[config.mk]
export PLATFORM = sky130hd
export DESIGN_NAME = mcr_router
export DESIGN_NICKNAME = d
export VERILOG_FILES = /design/src/rtl/mcr_pkg.sv /design/src/rtl/mcr_atomizer.sv /design/src/rtl/mcr_rr_arbiter.sv /design/src/rtl/mcr_router.sv
export SDC_FILE = /design/constraint.sdc
export NUM_CORES = 1
export LEC_CHECK = 0
export CAP_MARGIN = 10
export CORE_MARGIN = 5
export CORE_UTILIZATION = 32
export CTS_CLUSTER_SIZE = 12
export DETAILED_ROUTE_END_ITERATION = 8
export GPL_TIMING_DRIVEN = 1
export PLACE_DENSITY = 0.69
export SLEW_MARGIN = 20
export SYNTH_ARGS = -nofsm -noshare
export SYNTH_HDL_FRONTEND = slang
export SYNTH_SLANG_ARGS = --single-unit
[constraint.sdc]
create_clock -name clk -period 4.8 [get_ports clk]
set_input_delay 0.96 -clock clk [delete_from_list [all_inputs] [get_ports clk]]
set_output_delay 0.96 -clock clk [all_outputs]
set_load 0.01 [all_outputs]
[src/rtl/mcr_pkg.sv]
package mcr_pkg;
    localparam int ADDR_W  = 32;
    localparam int LEN_W   = 12;
    localparam int UNIT_SH = 6;
    localparam int UNIT_B  = 1 << UNIT_SH;
    localparam int CID_W   = 2;
    localparam int CH_W    = 2;
    localparam int UIDX_W  = LEN_W - UNIT_SH + 1;

    typedef struct packed {
        logic [CID_W-1:0]  cid;
        logic [UIDX_W-1:0] idx;
        logic [ADDR_W-1:0] addr;
        logic              last;
    } unit_t;

    function automatic logic [UIDX_W-1:0] unit_count(input logic [LEN_W-1:0] len);
        logic [LEN_W:0] sum;
        logic [UIDX_W-1:0] n;
        sum = {1'b0, len} + (LEN_W+1)'(UNIT_B - 1);
        n = UIDX_W'(sum >> UNIT_SH);
        return (n == '0) ? UIDX_W'(1) : n;
    endfunction
endpackage

[src/rtl/mcr_atomizer.sv]
module mcr_atomizer
    import mcr_pkg::*;
#(
    parameter int CLIENT_ID = 0,
    parameter int SEQ_DEPTH = 8,
    localparam int SEQ_W    = $clog2(SEQ_DEPTH)
) (
    input  logic                    clk,
    input  logic                    rst,
    input  logic [CH_W*SEQ_DEPTH-1:0] cfg_seq,
    input  logic [SEQ_W-1:0]        cfg_seq_last,
    input  logic                    in_valid,
    input  logic [ADDR_W-1:0]       in_addr,
    input  logic [LEN_W-1:0]        in_len,
    input  logic                    unit_fire,
    output unit_t                   unit,
    output logic [CH_W-1:0]         tgt,
    output logic                    in_ready
);
    logic [UIDX_W-1:0] cnt_q;
    logic [SEQ_W-1:0]  ptr_q;
    logic [UIDX_W-1:0] total;

    always_comb begin
        total     = unit_count(in_len);
        unit.cid  = CID_W'(CLIENT_ID);
        unit.idx  = cnt_q;
        unit.addr = in_addr + (ADDR_W'(cnt_q) << UNIT_SH);
        unit.last = (cnt_q == total - UIDX_W'(1));
        tgt       = cfg_seq[ptr_q*CH_W +: CH_W];
        in_ready  = unit_fire && unit.last;
    end

    always_ff @(posedge clk) begin
        if (rst) begin
            cnt_q <= '0;
            ptr_q <= '0;
        end else if (unit_fire) begin
            if (unit.last) begin
                cnt_q <= '0;
                ptr_q <= '0;
            end else begin
                cnt_q <= cnt_q + UIDX_W'(1);
                ptr_q <= (ptr_q == cfg_seq_last) ? '0 : ptr_q + SEQ_W'(1);
            end
        end
    end

    // a non-final unit is followed by one 64 bytes further on
    p_addr_step_r2: assert property (@(posedge clk) disable iff (rst)
        (in_valid && unit_fire && !unit.last) |=>
            (!in_valid || in_addr != $past(in_addr) ||
             unit.addr == $past(unit.addr) + ADDR_W'(UNIT_B)));

    // request acceptance only with the final unit
    p_ready_last_r5: assert property (@(posedge clk) disable iff (rst)
        in_ready |-> (unit.last && in_valid));
endmodule

[src/rtl/mcr_rr_arbiter.sv]
module mcr_rr_arbiter
    import mcr_pkg::*;
#(
    parameter int NUM_CLIENTS = 2
) (
    input  logic                   clk,
    input  logic                   rst,
    input  logic [NUM_CLIENTS-1:0] req,
    input  logic                   ready,
    output logic [NUM_CLIENTS-1:0] gnt
);
    logic [CID_W-1:0] last_q;
    logic [CID_W-1:0] win;
    logic             found;

    always_comb begin
        gnt   = '0;
        win   = last_q;
        found = 1'b0;
        for (int i = 1; i <= NUM_CLIENTS; i++) begin
            int idx;
            idx = int'(last_q) + i;
            if (idx >= NUM_CLIENTS) idx = idx - NUM_CLIENTS;
            if (!found && req[idx]) begin
                found    = 1'b1;
                gnt[idx] = 1'b1;
                win      = CID_W'(idx);
            end
        end
    end

    always_ff @(posedge clk) begin
        if (rst) last_q <= CID_W'(NUM_CLIENTS - 1);
        else if (found && ready) last_q <= win;
    end

    // one client per channel per cycle
    p_onehot_grant_r6: assert property (@(posedge clk) disable iff (rst)
        $onehot0(gnt));

    // a grant only goes to a requester
    p_grant_req_r6: assert property (@(posedge clk) disable iff (rst)
        (gnt & ~req) == '0);
endmodule

[src/rtl/mcr_router.sv]
module mcr_router
    import mcr_pkg::*;
#(
    parameter int NUM_CLIENTS = 2,
    parameter int NUM_CHANS   = 4,
    parameter int SEQ_DEPTH   = 8,
    localparam int SEQ_W      = $clog2(SEQ_DEPTH)
) (
    input  logic                          clk,
    input  logic                          rst,
    input  logic [CH_W*SEQ_DEPTH-1:0]     cfg_seq,
    input  logic [SEQ_W-1:0]              cfg_seq_last,
    input  logic [NUM_CLIENTS-1:0]        cl_valid,
    input  logic [ADDR_W*NUM_CLIENTS-1:0] cl_addr,
    input  logic [LEN_W*NUM_CLIENTS-1:0]  cl_len,
    output logic [NUM_CLIENTS-1:0]        cl_ready,
    output logic [NUM_CHANS-1:0]          ch_valid,
    output logic [CID_W*NUM_CHANS-1:0]    ch_client,
    output logic [UIDX_W*NUM_CHANS-1:0]   ch_idx,
    output logic [ADDR_W*NUM_CHANS-1:0]   ch_addr,
    output logic [NUM_CHANS-1:0]          ch_last,
    input  logic [NUM_CHANS-1:0]          ch_ready
);
    unit_t                              units [NUM_CLIENTS];
    logic [CH_W-1:0]                    tgt   [NUM_CLIENTS];
    logic [NUM_CLIENTS-1:0]             fire;
    logic [NUM_CHANS-1:0][NUM_CLIENTS-1:0] req;
    logic [NUM_CHANS-1:0][NUM_CLIENTS-1:0] gnt;

    for (genvar c = 0; c < NUM_CLIENTS; c++) begin : g_cl
        mcr_atomizer #(.CLIENT_ID(c), .SEQ_DEPTH(SEQ_DEPTH)) u_atom (
            .clk          (clk),
            .rst          (rst),
            .cfg_seq      (cfg_seq),
            .cfg_seq_last (cfg_seq_last),
            .in_valid     (cl_valid[c]),
            .in_addr      (cl_addr[c*ADDR_W +: ADDR_W]),
            .in_len       (cl_len[c*LEN_W +: LEN_W]),
            .unit_fire    (fire[c]),
            .unit         (units[c]),
            .tgt          (tgt[c]),
            .in_ready     (cl_ready[c])
        );

        // a client aimed at a busy channel is never accepted
        p_stall_r5: assert property (@(posedge clk) disable iff (rst)
            (cl_valid[c] && !ch_ready[tgt[c]]) |-> !cl_ready[c]);
    end

    always_comb begin
        for (int k = 0; k < NUM_CHANS; k++)
            for (int c = 0; c < NUM_CLIENTS; c++)
                req[k][c] = cl_valid[c] && (int'(tgt[c]) == k);
        for (int c = 0; c < NUM_CLIENTS; c++)
            fire[c] = gnt[tgt[c]][c] && ch_ready[tgt[c]];
    end

    for (genvar k = 0; k < NUM_CHANS; k++) begin : g_ch
        mcr_rr_arbiter #(.NUM_CLIENTS(NUM_CLIENTS)) u_arb (
            .clk   (clk),
            .rst   (rst),
            .req   (req[k]),
            .ready (ch_ready[k]),
            .gnt   (gnt[k])
        );
    end

    always_comb begin
        ch_valid  = '0;
        ch_client = '0;
        ch_idx    = '0;
        ch_addr   = '0;
        ch_last   = '0;
        for (int k = 0; k < NUM_CHANS; k++) begin
            ch_valid[k] = |gnt[k];
            for (int c = 0; c < NUM_CLIENTS; c++) begin
                if (gnt[k][c]) begin
                    ch_client[k*CID_W +: CID_W]   = units[c].cid;
                    ch_idx[k*UIDX_W +: UIDX_W]    = units[c].idx;
                    ch_addr[k*ADDR_W +: ADDR_W]   = units[c].addr;
                    ch_last[k]                    = units[c].last;
                end
            end
        end
    end

    // no unit without a requesting client
    p_idle_r8: assert property (@(posedge clk) disable iff (rst)
        (cl_valid == '0) |-> (ch_valid == '0));
endmodule

; ---- Yosys cells after proc, flatten, opt, wreduce, memory -nomap -nowiden
; Cells that the tools add are included.
[word_totals]
output_inout_bits = 174
regBits = 28
word_cells = 240
[classes]
n_reduce_logical = 48
magnitude_cmp = 26
n_addsub = 26
shifts = 2
eq_ne = 10
n_mux = 116
n_bitwise = 4
[ops]
columns = operator, n
row1 = $mux 32, 16
row2 = $ge 32x1->1 const B, 8
row3 = $ge 32x3->1 const B, 8
row4 = $lt 32x3->1 const B, 8
row5 = $sub 32x3->32 const B, 8
row6 = $mux 7, 12
row7 = $add 32x13->32, 2
row8 = $mux 1, 55
row9 = $mux 2, 17
row10 = $shiftx 16x5->2, 2
row11 = $logic_and 1x1->1, 28
row12 = $add 12x6->13 const B, 2
row13 = $add 7x1->7 const B, 2
row14 = $eq 7x7->1, 2
row15 = $logic_not 7->1, 2
row16 = $sub 7x1->7 const B, 2
row17 = $add 2x1->3 const B, 4
row18 = $add 2x2->3 const B, 4
row19 = $mux 3, 4
row20 = $bmux 2 s2, 2
row21 = $demux 1 s1, 8
row22 = $eq 2x2->1 const B, 4
row23 = $or 2x2->2, 4
row24 = $reduce_and 2->1, 4
row25 = other kinds (9), 24

; ---- Logic depth before layout (Yosys ltp)
[logic_depth]
word_depth = 14
ltp_mapped = 13
mapped_depth_nobuf = 11

; ---- By module
; Synthesis repeated with hierarchy kept, for this count alone.
[unflattened]
hier_cells = 960
hier_area_um2 = 6197.2
[by_module_without_submodules]
columns = mod, area_per_inst_um2, cells_per_inst, n_inst
row1 = mcr_router, 2336.0, 476, 1
row2 = mcr_atomizer at g_cl[1].u_atom, 1751.7, 220, 1
row3 = mcr_atomizer at g_cl[0].u_atom, 1684.1, 220, 1
row4 = mcr_rr_arbiter, 106.4, 11, 4

; ---- Least setup slack after synthesis
; Ideal clock, no wire load.
[synth_timing]
kind = in2out
start = input cl_len[4]
end = output ch_last[0]
path_buffers = 0
t_arrival_ns = 3.478
required_time_ns = 3.840
slack_ns = 0.362
path_stages = 9
path_cell_list = or4_1 > o31ai_1 > a21bo_2 > ha_1 > or3_1 > o22ai_1 > xnor2_1 > nand4_1 > o22ai_1
[synth_between]
elab_chain_cells = 7
[synth_lines]
columns = element, line
row1 = from (decl), mcr_router.sv:15  ; input logic [LEN_W*NUM_CLIENTS-1:0] cl_len,
row2 = $add 12x6->13 (*), mcr_pkg.sv:20  ; sum = {1'b0, len} + (LEN_W+1)'(UNIT_B - 1);
row3 = $logic_not 7->1, mcr_pkg.sv:22  ; return (n == '0) ? UIDX_W'(1) : n;
row4 = $mux 7 (*), mcr_pkg.sv:22
row5 = $sub 7x1->7 (*), mcr_atomizer.sv:29  ; unit.last = (cnt_q == total - UIDX_W'(1));
row6 = $eq 7x7->1 (*), mcr_atomizer.sv:29
row7 = $mux 1 (*) (2 in a row), mcr_router.sv:77  ; if (gnt[k][c]) begin
row8 = to (decl), mcr_router.sv:21  ; output logic [NUM_CHANS-1:0] ch_last,
; Every way passes the cells marked *; elsewhere a longest branch is shown, timed or not.

; ---- Final worst setup path
[layout_timing]
start = input cl_addr[39]
end = output ch_addr[19]
[layout_between]
elab_chain_cells = 2
[layout_lines]
columns = element, line
row1 = from (decl), mcr_router.sv:14  ; input logic [ADDR_W*NUM_CLIENTS-1:0] cl_addr,
row2 = $add 32x13->32, mcr_atomizer.sv:28  ; unit.addr = in_addr + (ADDR_W'(cnt_q) << UNIT_SH);
row3 = $mux 32, mcr_router.sv:77
row4 = to (decl), mcr_router.sv:20  ; output logic [ADDR_W*NUM_CHANS-1:0] ch_addr,
; Every way passes these cells.

==> flow_summary_export.csv <==
group,metric,value,unit
detailed_routing,drcViolationCount,0,
global_routing,grt_pass1_vias,6835,
layout,drive_gt1_share,20.2,%
setup_path,r2r_start,"g_cl[1].u_atom.ptr_q[0]$_SDFFE_PP0P_",
clocking,htree_levels,1,
floorplan,die_h,136,um
synth,synth_top_family_by_area,"compound AO/OA/AOI/OAI gates",
synth,synth_area,5090,um^2
setup_path,crit_path_start_kind,"primary input",
synth,synth_compound_area_share,36.0,%
setup_path,cp.arrival,3770,ps
detailed_routing,route.vias.total,6991,
setup_path,cp_max_fo,8,
synth,ys_seq_area_share,11.0,%
placed_design,io_buffers,284,
timing,finalCritPeriodShare,98.5,%
global_routing,grt_use_total,24.7,%
clocking,postCtsHoldBufs,0,
pwr,comb_power_share,66.0,%
setup_path,timing.rr.end,"g_cl[0].u_atom.cnt_q[3]$_SDFFE_PP0P_",
clocking,clk_latency,270,ps
pwr,leakage,4.04,nW
layout,layout_common_cells,"208 x clkdlybuf4s50_1, 101 x o22ai_1, 94 x buf_4",
global_routing,grt-ovfl-total,0,
layout,fin_cells,1257,
timing,hold_viol,0,
clocking,cts_root_buf,"clkbuf_16",
clocking,clkTransAtPathRegs,70,ps
synth,synth_cells,692,
pwr,p_int,0.927,mW
clocking,clk_path_buf_depth,2,
synth,synthMuxAreaShare,7.30,%
floorplan,initial_utilization,32.3,%
flow_run,maxCapViolCount,0,
timing,finClkSkew,6.67,ps
detailed_routing,first_pass_iters,5,
pwr,netSwitchingPower,0.590,mW
layout,final_common_cell,"clkdlybuf4s50_1",
min_path,min_path_cells,2,
clocking,cts_buffers,3,
synth,avgSynthCellArea,7.36,um^2
pwr,power.share.switching,38.9,%
synth,synth_cell_types,67,
synth,ys_warn_count,0,
run_status,status,"finished clean",
clocking,clkSinkCount,28,
synth,synth_edf_count,0,
synth,synth-xor-area-share,14.1,%
timing,timing.fmax,212,MHz
setup_path,rr_worst_depth,11,
synth,synth_seq_cells,28,
global_routing,antenna_found_initial,3,
placed_design,dp_cells,1238,
timing,tightest_slew,502,ps
floorplan,die_area,18500,um^2
detailed_routing,drt_iter0_drc,369,
pwr,p_seq_share,17.3,%
timing,layout_min_cycle_time,4730,ps
setup_path,path_class,"in2out",
timing,slew_viol_final,0,
layout,num-nets-final,1176,
synth,async_reset_ff_share,0,%
setup_path,end_kind,"output pin",
global_routing,grt_pass1_wl,36.5,mm
detailed_routing,routedWlPerCell,19.5,um
detailed_routing,via_per_inst,5.56,
floorplan,die_w,136,um
setup_path,r2r_slack,1500,ps
setup_path,crit_required,3840,ps
timing,max-slew-margin-rel,65.6,%
placed_design,gp_congestion,0.890,
timing,setup_viol,0,
global_routing,grt_max_degree,31,
timing,setup_tns,0,ps
pwr,report.power.total,1.52,mW
placed_design,placed_cell_area,8910,um^2
floorplan,top_level_ports,289,
layout,area_growth_syn_to_layout,84.7,%
floorplan,rows,46,
placed_design,dp_hpwl,19.4,mm
clocking,cts_tree,"done",
pwr,pwr-share-clk,16.8,%
synth,synth_top_flop_cell,"dfxtp_1",
min_path,hold_class,"reg2reg",
detailed_routing,routed_wl,24.6,mm
pwr,ir_worst_vdd,152,uV
layout,final_area,9400,um^2
pwr,cellPowerDensity,161,nW/um^2
detailed_routing,ant_nets,0,
floorplan,core,15800,um^2
synth,synth-simple-area-share,18.9,%
synth,synth_fa_ha_area_share,5.70,%
critical path, cell delays in order:
cell and delay (ps):
clkdlybuf4s50_1 430, buf_4 140, ha_1 270, a21o_1 120, a21oi_1 80, nor2b_1 170, o21ai_2 80, a211oi_1 190
buf_4 220, nand3_1 150, xor2_2 200, o22ai_1 180, clkdlybuf4s50_1 570
power groups by stage:
| stage | clock (mW) | combinational (mW) | sequential, mW |
|---|---|---|---|
| after detailed placement | 0 | 0.985 | 0.267 |
| after CTS | 0.258 | 0.980 | 0.262 |
| after global placement | 0 | 0.978 | 0.267 |
| after floorplan | 0 | 0.446 | 0.254 |
| final | 0.255 | 1.00 | 0.262 |
| after global routing | 0.266 | 1.07 | 0.265 |
final cells by class:
type / instances / area, um^2
fill: 1435 / 6370
multi-input combinational: 581 / 4510
timing repair buffer: 397 / 3840
sequential: 28 / 561
tap: 216 / 270
inverter: 28 / 105
clock buffer: 3 / 75.1
clock inverter: 1 / 30.0
antenna: 3 / 7.51
cells in the mapped netlist (all sizes together) (2+ instances only):
cell,number,area (um^2)
a2111oi,5,62.6
a211o,2,17.5
a211oi,5,42.5
a21o,4,30.0
a21oi,29,145
a22o,44,385
a311oi,4,35.0
a31oi,4,25.0
and2,3,18.8
and3,8,50.1
and4,6,52.6
buf,17,96.3
clkbuf,41,154
dfxtp,28,561
fa,2,40.0
ha,20,250
inv,28,105
mux2i,11,135
mux4,10,225
nand2,58,218
nand2b,8,50.1
nand3,27,135
nand4,10,62.6
nand4b,2,17.5
nor2,36,138
nor2b,6,37.5
nor3,12,60.1
nor4,3,18.8
o2111ai,2,17.5
o211ai,8,78.8
o21ai,25,129
o21bai,5,45.0
o22ai,108,682
o311ai,3,33.8
o31ai,4,35.0
or2,5,31.3
or3,4,25.0
or4,3,22.5
xnor2,40,350
xor2,42,368
what timing repair did:
action,CTS,global route
gates resized for setup,93,84
pin swaps,17,29
endpoints found under the setup margin,79,120
setup buffers,5,7
metal layers:
layer | part of all wire, % | global-route usage, % | wire [um] | vias up
li1 | - | - | - | 3342
met1 | 38 | 27.5 | 9240 | 3280
met2 | 51 | 46.6 | 12500 | 329
met3 | 8.3 | 3.96 | 2040 | 40
met4 | 3.1 | 9.69 | 769 | 0
met5 | 0 | 0 | 0 | -
how the worst max path moves through the flow:
stage / startpoint / cells past startpoint / slack (ps) / to
floorplan: cl_len[4] / 9 / 360 / ch_last[0]
global placement: cl_len[4] / 12 / -600 / ch_last[1]
detailed placement: cl_len[4] / 12 / -720 / ch_last[1]
CTS: cl_addr[38] / 15 / 3 / ch_addr[62]
global route: cl_addr[39] / 13 / -30 / ch_addr[121]
finish: cl_addr[39] / 13 / 70 / ch_addr[19]
stage by stage:
stage / hold slack [ps] / util, % / setup slack, ps
floorplan: 444 / - / 362
global placement: 460 / 56.5 / -601
detailed placement: 467 / 56.5 / -718
CTS: 472 / 57.7 / 2.75
global route: 513 / 59.6 / -31.0
finish: 471 / 59.6 / 73.9
kinds of logic after synthesis:
kind of cell	Yosys count
buffers and inverters	86
AO/OA/AOI/OAI	257
multiplexers	22
XOR/XNOR	82
AND/OR/NAND/NOR	194
other	1
adder cells (fa/ha/maj)	22
flip-flops	28
Note: power is estimated with default switching activity, not from simulation.
